<file path="src/rtl/kgw_pkg.sv">
package kgw_pkg;
  typedef enum logic [1:0] {
    WD_STOPPED = 2'd0,
    WD_ARMED   = 2'd1,
    WD_WARN    = 2'd2,
    WD_RESET   = 2'd3
  } wd_state_e;

  typedef enum logic [2:0] {
    ACT_NONE    = 3'd0,
    ACT_START   = 3'd1,
    ACT_RESTART = 3'd2,
    ACT_STOP    = 3'd3,
    ACT_REKEY   = 3'd4
  } wd_act_e;
endpackage

</file>
<file path="src/rtl/kgw_cmd_decode.sv">
module kgw_cmd_decode
  import kgw_pkg::*;
#(
  parameter int KEY_W = 3
) (
  input  wd_state_e        state,
  input  logic [KEY_W-1:0] key_q,
  input  logic             wr_en,
  input  logic [KEY_W:0]   wr_data,
  output wd_act_e          act
);
  logic             en_bit;
  logic [KEY_W-1:0] wkey;
  logic             inv_match;

  assign en_bit    = wr_data[KEY_W];
  assign wkey      = wr_data[KEY_W-1:0];
  assign inv_match = (wkey == ~key_q);

  always_comb begin
    act = ACT_NONE;
    if (wr_en) begin
      case (state)
        WD_STOPPED: if (en_bit) act = ACT_START;
        WD_ARMED, WD_WARN: begin
          if (inv_match) act = en_bit ? ACT_RESTART : ACT_STOP;
          else           act = ACT_REKEY;
        end
        default: act = ACT_NONE;
      endcase
    end
  end
endmodule

</file>
<file path="src/rtl/kgw_down_counter.sv">
module kgw_down_counter #(
  parameter int CNT_W = 8
) (
  input  logic             clk,
  input  logic             rst,
  input  logic             load,
  input  logic [CNT_W-1:0] load_val,
  input  logic             dec,
  output logic             zero
);
  logic [CNT_W-1:0] cnt_q;

  always_ff @(posedge clk) begin
    if (rst)                      cnt_q <= '0;
    else if (load)                cnt_q <= load_val;
    else if (dec && cnt_q != '0)  cnt_q <= cnt_q - 1'b1;
  end

  assign zero = (cnt_q == '0);
endmodule

</file>
<file path="src/rtl/keyguard_watchdog.sv">
module keyguard_watchdog
  import kgw_pkg::*;
#(
  parameter int KEY_W         = 3,
  parameter int FIRST_CYCLES  = 12_500_000,
  parameter int SECOND_CYCLES = 412_500,
  parameter int PULSE_CYCLES  = 16
) (
  input  logic           clk,
  input  logic           rst,
  input  logic           wr_en,
  input  logic [KEY_W:0] wr_data,
  output logic           nmi_req_o,
  output logic           rst_req_o
);
  localparam int MAX_AB = (FIRST_CYCLES > SECOND_CYCLES) ? FIRST_CYCLES : SECOND_CYCLES;
  localparam int MAX_C  = (MAX_AB > PULSE_CYCLES) ? MAX_AB : PULSE_CYCLES;
  localparam int CNT_W  = $clog2(MAX_C + 1);
  localparam logic [CNT_W-1:0] LD_FIRST  = CNT_W'(FIRST_CYCLES - 1);
  localparam logic [CNT_W-1:0] LD_SECOND = CNT_W'(SECOND_CYCLES - 1);
  localparam logic [CNT_W-1:0] LD_PULSE  = CNT_W'(PULSE_CYCLES - 1);

  wd_state_e        state_q, state_n;
  logic [KEY_W-1:0] key_q, key_n;
  logic             nmi_n, rstr_n;
  wd_act_e          act;
  logic             ld, dec, zero;
  logic [CNT_W-1:0] ld_val;
  logic [KEY_W-1:0] wkey;

  assign wkey = wr_data[KEY_W-1:0];

  kgw_cmd_decode #(.KEY_W(KEY_W)) u_dec (
    .state   (state_q),
    .key_q   (key_q),
    .wr_en   (wr_en),
    .wr_data (wr_data),
    .act     (act)
  );

  kgw_down_counter #(.CNT_W(CNT_W)) u_cnt (
    .clk      (clk),
    .rst      (rst),
    .load     (ld),
    .load_val (ld_val),
    .dec      (dec),
    .zero     (zero)
  );

  always_comb begin
    state_n = state_q;
    key_n   = key_q;
    nmi_n   = nmi_req_o;
    rstr_n  = rst_req_o;
    ld      = 1'b0;
    ld_val  = '0;
    dec     = 1'b0;
    case (state_q)
      WD_STOPPED: begin
        if (act == ACT_START) begin
          state_n = WD_ARMED;
          key_n   = wkey;
          ld      = 1'b1;
          ld_val  = LD_FIRST;
        end
      end
      WD_ARMED, WD_WARN: begin
        if (act == ACT_RESTART) begin
          state_n = WD_ARMED;
          key_n   = wkey;
          nmi_n   = 1'b0;
          ld      = 1'b1;
          ld_val  = LD_FIRST;
        end else if (act == ACT_STOP) begin
          state_n = WD_STOPPED;
          key_n   = wkey;
          nmi_n   = 1'b0;
        end else begin
          if (act == ACT_REKEY) key_n = wkey;
          if (!zero) begin
            dec = 1'b1;
          end else if (state_q == WD_ARMED) begin
            state_n = WD_WARN;
            nmi_n   = 1'b1;
            ld      = 1'b1;
            ld_val  = LD_SECOND;
          end else begin
            state_n = WD_RESET;
            nmi_n   = 1'b0;
            rstr_n  = 1'b1;
            ld      = 1'b1;
            ld_val  = LD_PULSE;
          end
        end
      end
      default: begin
        if (zero) begin
          state_n = WD_STOPPED;
          rstr_n  = 1'b0;
        end else begin
          dec = 1'b1;
        end
      end
    endcase
  end

  always_ff @(posedge clk) begin
    if (rst) begin
      state_q   <= WD_STOPPED;
      key_q     <= '0;
      nmi_req_o <= 1'b0;
      rst_req_o <= 1'b0;
    end else begin
      state_q   <= state_n;
      key_q     <= key_n;
      nmi_req_o <= nmi_n;
      rst_req_o <= rstr_n;
    end
  end
endmodule

</file>
<file path="config.mk">
export PLATFORM = sky130hd
export DESIGN_NAME = keyguard_watchdog
export DESIGN_NICKNAME = d
export VERILOG_FILES = /design/src/rtl/kgw_pkg.sv /design/src/rtl/kgw_cmd_decode.sv /design/src/rtl/kgw_down_counter.sv /design/src/rtl/keyguard_watchdog.sv
export SDC_FILE = /design/constraint.sdc
export NUM_CORES = 1
export LEC_CHECK = 0
export ABC_AREA = 1
export BUFFER_PORTS_ARGS = -buffer_cell sky130_fd_sc_hd__buf_2
export CAP_MARGIN = 25
export CORE_UTILIZATION = 50
export DETAILED_ROUTE_END_ITERATION = 16
export GPL_ROUTABILITY_DRIVEN = 0
export PLACE_DENSITY = 0.63
export SKIP_CTS_REPAIR_TIMING = 1
export SLEW_MARGIN = 5
export SYNTH_ARGS = -nofsm -noshare
export SYNTH_HDL_FRONTEND = slang
export SYNTH_SLANG_ARGS = --single-unit
</file>
<file path="constraint.sdc">
create_clock -name clk -period 2.2 [get_ports clk]
set_input_delay 0.22 -clock clk [delete_from_list [all_inputs] [get_ports clk]]
set_output_delay 0.22 -clock clk [all_outputs]
set_load 0.02 [all_outputs]
</file>
==> impl_metrics.ini, run 1 <==
[floorplan]
die_w_um = 70.8
row_count = 24
io_pins = 9
coreArea_mm2 = 0.00444
floorplan.die_area_mm2 = 0.00501
die_h_um = 70.8
initial_core_util_pct = 53.3

[route]
dr.pass1.iters = 4
viasPerCell = 5.12
antenna_left = 0
vias = 2246
drc = 0
routed_wl_um = 5440
drt-initial-drc-count = 175
wire_per_inst_um = 12.4

[critical_path]
crit_buf_inv = 2
r2r-end = u_cnt.cnt_q[9]$_SDFFE_PP0P_
path_cells = inv_1 -> ha_1 -> inv_2 -> nor2_2 -> nand3_2 -> nand2_2 -> nand3_2 -> nand2_4 -> nand2_8 -> nand2_1 -> nand2_1 -> nor2_1 -> nor2_1
rr_startpoint = state_q[1]$_SDFFE_PP0P_
reg2reg_depth = 13
critPathSlowestCell = dfxtp_1
r2r_slack_ns = 0.21
endpoint_kind = register
crit_family = simple AND/OR/NAND/NOR gates
cp.arrival_ns = 2.18
worstSetupStartpointType = register
cpPeakStageDelay_ns = 0.36
cp_max_fo = 40
worstPathRequired_ns = 2.39
crit_type = register to register

[yosys]
ys_warn_count = 0
yosysMostFrequentCell = nand2_1
synthCells = 378
async_reset_ff_share_pct = 0
synth_edf_count = 0
synth_cell_types = 30
synth_area_mm2 = 0.00237
syn_avg_cell_area_um2 = 6.26
synth_top_cells_by_count = nand2_1, nor2_1, inv_1, dfxtp_1, nand3_1
synth_top_area_share_pct = 26.2
yosys.area.top_type = dfxtp_1
ys_seq_area_share_pct = 26.2
syn-num-nets = 391
synth_ff_type = dfxtp_1
synthTopCellsByArea = dfxtp_1, nand2_1, nor2_1
ys_ff_latch = 31

[timing]
hold_viol_final = 0
drv_slew = 0
max_freq_ghz = 0.503
max-slew-margin-rel_pct = 66.4
setup_ws_ns = 0.213
tightest_slew_ns = 0.503
fin_crit_ns = 1.99
rsz0062_at_grt = false
period_share_pct = 90.3
setup_tns_ns = 0
skew_ns = 0.00686
setup_viol = 0
timing.hold.ws_ns = 0.167

[cells_and_area]
fin_nets = 399
final_util_pct = 57.5
drive_gt1_share_pct = 13.7
syn_to_final_growth_pct = 7.88
instances_no_fill = 439
diodes = 0

[placed_design]
dp.cells = 430
hpwl_um = 3970
port_buffers = 8
dp_slack_ns = 0.0846

[cts]
cts_buffer_depth = 2
cts_tree = yes
cts_root_buffer = clkbuf_8
path_clk_slew_ns = 0.07
clock_sinks = 31
clk_latency_ns = 0.29
cts_buffers = 5
htreeDepth = 2

[global_route]
grt_max_degree = 41
grt_use_total_pct = 23.9
overflow = 0
grt_pass1_vias = 2049
antenna_found_initial = 0
grt_pass1_wl_um = 9510

[pwr]
powerDensity_mw_per_mm2 = 1550
p_leak_nw = 1.29
p_switching_mw = 1.98
p_sw_share_pct = 50.1
pwr-share-clk_pct = 13.1
comb_power_share_pct = 64.5
sequentialPowerShare_pct = 22.4
p_int_mw = 1.98
ir_drop_v = 0.000692

[min_path]
min_path_cells = 2
hp-start = rst
worstHoldEndpoint = nmi_req_o$_SDFFE_PP0P_
hp-class = primary input to register

[job]
cap_violations = 0

[run_status]
status = completed
registers in the layout, summed over array words and instances (netlist names):
| signal | flops |
|---|---|
| nmi_req_o | 1 |
| rst_req_o | 1 |
| u_cnt.cnt_q | 24 |
| key_q | 3 |
| state_q | 2 |
per-stage QoR:
step	instance area, µm²	power [mW]
finish	2550	3.96
global route	2550	4.39
CTS	2520	3.88
detailed placement	2420	3.35
global placement	2420	3.34
floorplan	2370	2.95
layout by cell type, fill, tap and decap left out, types with 2 or more instances in the layout:
master    instances
xor2_1           19
a31oi_1           2
dfxtp_1          30
nand2_2           7
nand3b_1          2
nor2_2            7
buf_4             2
buf_12            2
a21oi_1           8
nand2_4           2
ha_1              5
nor3_1            5
nor2_4            4
clkbuf_8          7
nand3_1          27
nand3_2           2
inv_1            44
nand4_1          10
o21ai_1           2
inv_2             5
nor2_1           67
nor3b_1           2
buf_2             8
o211ai_1          2
o21ai_0          10
nand2_1          97
area by class of cell:
class	count	area (µm²)
multi-input cells	286	1480
fillers	466	1890
flip-flops and latches	31	622
well taps	52	65.1
clock buffers	8	100
repair buffers	12	95.1
inverters	50	193
metal layers:
layer  vias up  track usage (%)  wire, µm
li1       1189                -         -
met1      1000             33.4      2650
met2        50             38.2      2460
met3         7             3.42       261
met4         0             7.33        69
met5         -                0         0
kinds of logic (layout without fill, tap and decap cells):
group | Yosys count | in the layout | share of synthesized area, %
compound gates | 26 | 26 | 6.45
buf+inv | 61 | 70 | 11.9
xor+xnor | 19 | 19 | 7.03
fa+ha+maj | 6 | 6 | 3.17
simple gates | 235 | 235 | 45.2
flops | 31 | 31 | 26.2
power groups by stage:
stage | logic (mW) | registers (mW) | clock network [mW]
2_1_floorplan | 2.09 | 0.859 | 0
3_3_place_gp | 2.44 | 0.894 | 0
3_5_place_dp | 2.46 | 0.897 | 0
4_1_cts | 2.47 | 0.884 | 0.526
5_1_grt | 2.93 | 0.909 | 0.549
6_report | 2.55 | 0.886 | 0.518
worst max-delay path by stage:
stage | startpoint | to | slack [ns] | cells past startpoint
after floorplan | state_q[0]$_SDFFE_PP0P_ | u_cnt.cnt_q[21]$_SDFFE_PP0P_ | 0.30 | 15
after global placement | state_q[0]$_SDFFE_PP0P_ | u_cnt.cnt_q[5]$_SDFFE_PP0P_ | 0.13 | 10
after detailed placement | state_q[0]$_SDFFE_PP0P_ | u_cnt.cnt_q[5]$_SDFFE_PP0P_ | 0.08 | 10
after CTS | state_q[0]$_SDFFE_PP0P_ | u_cnt.cnt_q[5]$_SDFFE_PP0P_ | 0.05 | 10
after global routing | state_q[1]$_SDFFE_PP0P_ | u_cnt.cnt_q[23]$_SDFFE_PP0P_ | 0.009 | 13
final | state_q[1]$_SDFFE_PP0P_ | u_cnt.cnt_q[9]$_SDFFE_PP0P_ | 0.21 | 13
Note: power is estimated with default switching activity, not from simulation.
==> inputs of run 2 (changes only) <==
Settings changed: PLACE_DENSITY 0.63 to not set, PLACE_DENSITY_LB_ADDON set to 0.1.
==> impl_metrics.ini, run 2 (synthesis gave the netlist of run 1 again) <==
[run_status]
status = completed

[global_route]
grt_use_total_pct = 25.0
grt_pass1_vias = 2207
grt_util_met1_pct = 33.3
overflow = 0
antenna_found_initial = 0
grt_pass1_wl_um = 9940
grtUsageMet3_pct = 4.56
grt_max_degree = 41
grt.busiest_layer = met2
use_met2_pct = 41.1

[cts]
cts_tree = yes
path_clk_slew_ns = 0.07
cts_buffer_depth = 2
clk_latency_ns = 0.29
cts_buffers = 5
htreeDepth = 2
cts_root_buffer = clkbuf_8
clock_sinks = 31

[floorplan]
die_h_um = 70.8
initial_core_util_pct = 53.3
io_pins = 9
die_w_um = 70.8
coreArea_mm2 = 0.00444
row_count = 24
floorplan.die_area_mm2 = 0.00501

[timing]
tightest_slew_ns = 0.424
max_freq_ghz = 0.503
setup_ws_ns = 0.212
hold_viol_final = 0
setup_tns_ns = 0
setup_viol = 0
period_share_pct = 90.4
max-slew-margin-rel_pct = 71.5
rsz0062_at_grt = false
drv_slew = 0
fin_crit_ns = 1.99
skew_ns = 0.00569

[critical_path]
cp_max_fo = 30
cp.arrival_ns = 2.16
worstPathRequired_ns = 2.37
rr_startpoint = state_q[1]$_SDFFE_PP0P_
worstSetupStartpointType = register
endpoint_kind = register
reg2reg_depth = 12
crit_type = register to register
r2r_slack_ns = 0.21
r2r-end = state_q[1]$_SDFFE_PP0P_

[route]
wire_per_inst_um = 12.9
viasPerCell = 5.22
antenna_left = 0
drc = 0
dr.pass1.iters = 4
drt-initial-drc-count = 167
vias = 2298
routed_wl_um = 5660

[cells_and_area]
fillCellCount = 446
fin_area_mm2 = 0.00257
top_register = u_cnt.cnt_q
largestRegisters = u_cnt.cnt_q x24, key_q x3, state_q x2
final_util_pct = 57.9
multi_input_area_mm2 = 0.00150
ff_latch_area_um2 = 622
drive_gt1_share_pct = 13.9
fin_nets = 400
largest_reg_flops = 24
diodes = 0
layout_common_cells = nand2_1, nor2_1, inv_1, dfxtp_1, nand3_1
syn_to_final_growth_pct = 8.72
final_common_cell = nand2_1

[pwr]
p_leak_nw = 1.30
ir_drop_v = 0.000577
powerDensity_mw_per_mm2 = 1550

[placed_design]
place_area_mm2 = 0.00242
port_buffers = 8
hpwl_um = 4010
dp_slack_ns = 0.0753

[min_path]
hp-start = rst
worstHoldEndpoint = nmi_req_o$_SDFFE_PP0P_
hp-class = primary input to register
min_path_cells = 2

[job]
cap_violations = 0
==> run 2: cell count changes in the layout (fill, tap and decap cells not counted) <==
cell	before	now
nand2_8	1	2
o21ai_0	10	11
o21ai_1	2	1
==> run 2: where the power goes <==
| group | switching [mW] | internal, mW |
|---|---|---|
| registers | 0.140 | 0.746 |
| logic | 1.64 | 0.955 |
| clock network | 0.222 | 0.286 |
==> run 2: worst max-delay path by stage <==
stage,start,to,slack (ns)
3_5_place_dp,state_q[0]$_SDFFE_PP0P_,u_cnt.cnt_q[21]$_SDFFE_PP0P_,0.08
3_3_place_gp,state_q[0]$_SDFFE_PP0P_,u_cnt.cnt_q[5]$_SDFFE_PP0P_,0.14
4_1_cts,state_q[0]$_SDFFE_PP0P_,u_cnt.cnt_q[21]$_SDFFE_PP0P_,0.06
5_1_grt,state_q[1]$_SDFFE_PP0P_,state_q[0]$_SDFFE_PP0P_,0.02
2_1_floorplan,state_q[0]$_SDFFE_PP0P_,u_cnt.cnt_q[21]$_SDFFE_PP0P_,0.30
6_report,state_q[1]$_SDFFE_PP0P_,state_q[1]$_SDFFE_PP0P_,0.21
==> run 2: cell type report <==
class	instances	area share, %
clock buffers	8	3.89
inverters	50	7.49
repair buffers	12	3.69
well taps	52	2.53
flip-flops and latches	31	24.2
multi-input cells	287	58.2
==> run 2: critical path, stage by stage (launching register included) <==
cell and delay (ns):
dfxtp_1 0.34, inv_1 0.10, ha_1 0.33, inv_2 0.06, nor2_2 0.12, nand3_2 0.16, nand2_2 0.14, nand2_2 0.07
nand2_4 0.07, buf_12 0.18, o21ai_2 0.09, o21ai_0 0.15, a21oi_1 0.05
==> run 2: per-stage QoR <==
step | std cells | total power, mW | hold WS (ns)
2_1_floorplan | 378 | 2.95 | 0.289
3_3_place_gp | 430 | 3.32 | 0.448
3_5_place_dp | 430 | 3.35 | 0.453
4_1_cts | 438 | 3.88 | 0.169
5_1_grt | 440 | 4.44 | 0.179
6_report | 440 | 3.99 | 0.177
==> run 2: layer usage <==
metal | wire length (µm) | part of all wire [%] | up-vias
met4 | 90 | 1.6 | 0
li1 | - | - | 1190
met3 | 213 | 3.8 | 10
met1 | 2740 | 48 | 1055
met2 | 2620 | 46 | 43
met5 | 0 | 0 | -
==> inputs of run 3 (changes only) <==
Settings changed: BUFFER_PORTS_ARGS -buffer_cell sky130_fd_sc_hd__buf_2 to -buffer_cell sky130_fd_sc_hd__buf_4.
==> impl_metrics.ini, run 3 (synthesis gave the netlist of run 1 again) <==
[critical_path]
critPathSlowestCell = dfxtp_1
r2r-end = u_cnt.cnt_q[13]$_SDFFE_PP0P_
crit_type = register to register
reg2reg_depth = 13
worstSetupStartpointType = register
endpoint_kind = register
cpPeakStageDelay_ns = 0.34
path_cells = inv_1 -> ha_1 -> inv_2 -> nor2_2 -> nand3_2 -> nand2_4 -> nand2_2 -> nand2_4 -> inv_2 -> a21oi_4 -> buf_12 -> nor2_1 -> nor2_1
cp_max_fo = 13
worstPathRequired_ns = 2.42
r2r_slack_ns = 0.18
cp.arrival_ns = 2.25
worstSetupStartpoint = state_q[1]$_SDFFE_PP0P_
rr_startpoint = state_q[1]$_SDFFE_PP0P_

[global_route]
grt_pass1_vias = 2056
antenna_found_initial = 0
grt_use_total_pct = 24.0
overflow = 0
grt_pass1_wl_um = 9520
grt_max_degree = 41

[cts]
cts_buffer_depth = 2
cts_tree = yes
clock_sinks = 31
cts_root_buffer = clkbuf_8
htreeDepth = 2
path_clk_slew_ns = 0.07
cts_buffers = 5
clk_latency_ns = 0.28

[floorplan]
die_w_um = 70.8
die_h_um = 70.8
row_count = 24
initial_core_util_pct = 53.3
coreArea_mm2 = 0.00444
floorplan.die_area_mm2 = 0.00501
io_pins = 9

[cells_and_area]
fillCellCount = 460
drive_gt1_share_pct = 13.7
syn_to_final_growth_pct = 8.25
largestRegisters = u_cnt.cnt_q x24, key_q x3, state_q x2
top_register = u_cnt.cnt_q
diodes = 0
final_common_cell = nand2_1
largest_reg_flops = 24
fin_nets = 400
final_util_pct = 57.7
layout_common_cells = nand2_1, nor2_1, inv_1, dfxtp_1, nand3_1

[min_path]
hp-start = rst
worstHoldEndpoint = u_cnt.cnt_q[0]$_SDFFE_PP0P_
min_path_cells = 2
hp-class = primary input to register

[route]
antenna_left = 0
viasPerCell = 5.09
drt-initial-drc-count = 135
drc = 0
wire_per_inst_um = 12.2
vias = 2238
dr.pass1.iters = 4
routed_wl_um = 5390

[placed_design]
port_buffers = 8
hpwl_um = 3920

[job]
cap_violations = 0

[timing]
max-slew-margin-rel_pct = 68.0
setup_tns_ns = 0
setup_viol = 0
fin_crit_ns = 2.02
skew_ns = 0.00728
drv_slew = 0
max_freq_ghz = 0.495
tightest_slew_ns = 0.476
rsz0062_at_grt = false
hold_viol_final = 0
period_share_pct = 91.9

[pwr]
powerDensity_mw_per_mm2 = 1520
p_leak_nw = 1.29
ir_drop_v = 0.000643

[run_status]
status = completed
## run 3: changes by cell type in the layout (fill, tap and decap cells not counted), sizes merged
| cell | previous run | this run |
|---|---|---|
| buf | 12 | 13 |
| clkbuf | 8 | 7 |
| clkinv | 1 | 2 |
| nand2 | 108 | 107 |
## run 3: per-stage QoR
stage	hold slack (ns)	area [µm²]	setup WS (ns)	total power, mW	std cells
finish	0.137	2560	0.179	3.89	440
global route	0.131	2560	0.00827	4.35	440
CTS	0.129	2500	0.0472	3.76	438
detailed placement	0.435	2420	0.0736	3.30	430
global placement	0.437	2420	0.111	3.28	430
floorplan	0.289	2370	0.303	2.95	378
## run 3: worst max-delay path, delay by kind of cell, from the launching register on
family | cells | cell delay [ns]
buffers and inverters | 4 | 0.39
and+or+nand+nor | 7 | 0.75
AOI/OAI and AO/OA | 1 | 0.16
DFF | 1 | 0.34
adders and majority gates | 1 | 0.31
## run 3: layout make-up
class | instances | area [µm²] | area share (%)
Multi-Input combinational cell | 286 | 1480 | 57.9
Sequential cell | 31 | 622 | 24.3
Inverter | 50 | 193 | 7.52
Timing Repair Buffer | 13 | 118 | 4.59
Clock buffer | 7 | 76.3 | 2.98
Tap cell | 52 | 65.1 | 2.54
Clock inverter | 1 | 5.00 | 0.195
## run 3: report_power, final
part           switching [mW]  internal (mW)  leakage [nW]
clock network           0.225          0.222        0.0422
registers               0.137          0.746         0.256
logic                    1.61          0.953         0.993
total                    1.97           1.92          1.29
## run 3: how the worst max path moves through the flow
stage / endpoint / slack (ns) / cells past startpoint
2_1_floorplan: u_cnt.cnt_q[21]$_SDFFE_PP0P_ / 0.30 / 15
3_3_place_gp: u_cnt.cnt_q[6]$_SDFFE_PP0P_ / 0.11 / 13
3_5_place_dp: u_cnt.cnt_q[13]$_SDFFE_PP0P_ / 0.07 / 12
4_1_cts: u_cnt.cnt_q[13]$_SDFFE_PP0P_ / 0.05 / 12
5_1_grt: u_cnt.cnt_q[14]$_SDFFE_PP0P_ / 0.008 / 13
6_report: u_cnt.cnt_q[13]$_SDFFE_PP0P_ / 0.18 / 13
## run 3: layer usage
metal	wire length (µm)	global-route usage, %
met1	2570	31.6
met4	54	6.22
met5	0	0
met3	291	4.99
met2	2470	40.2
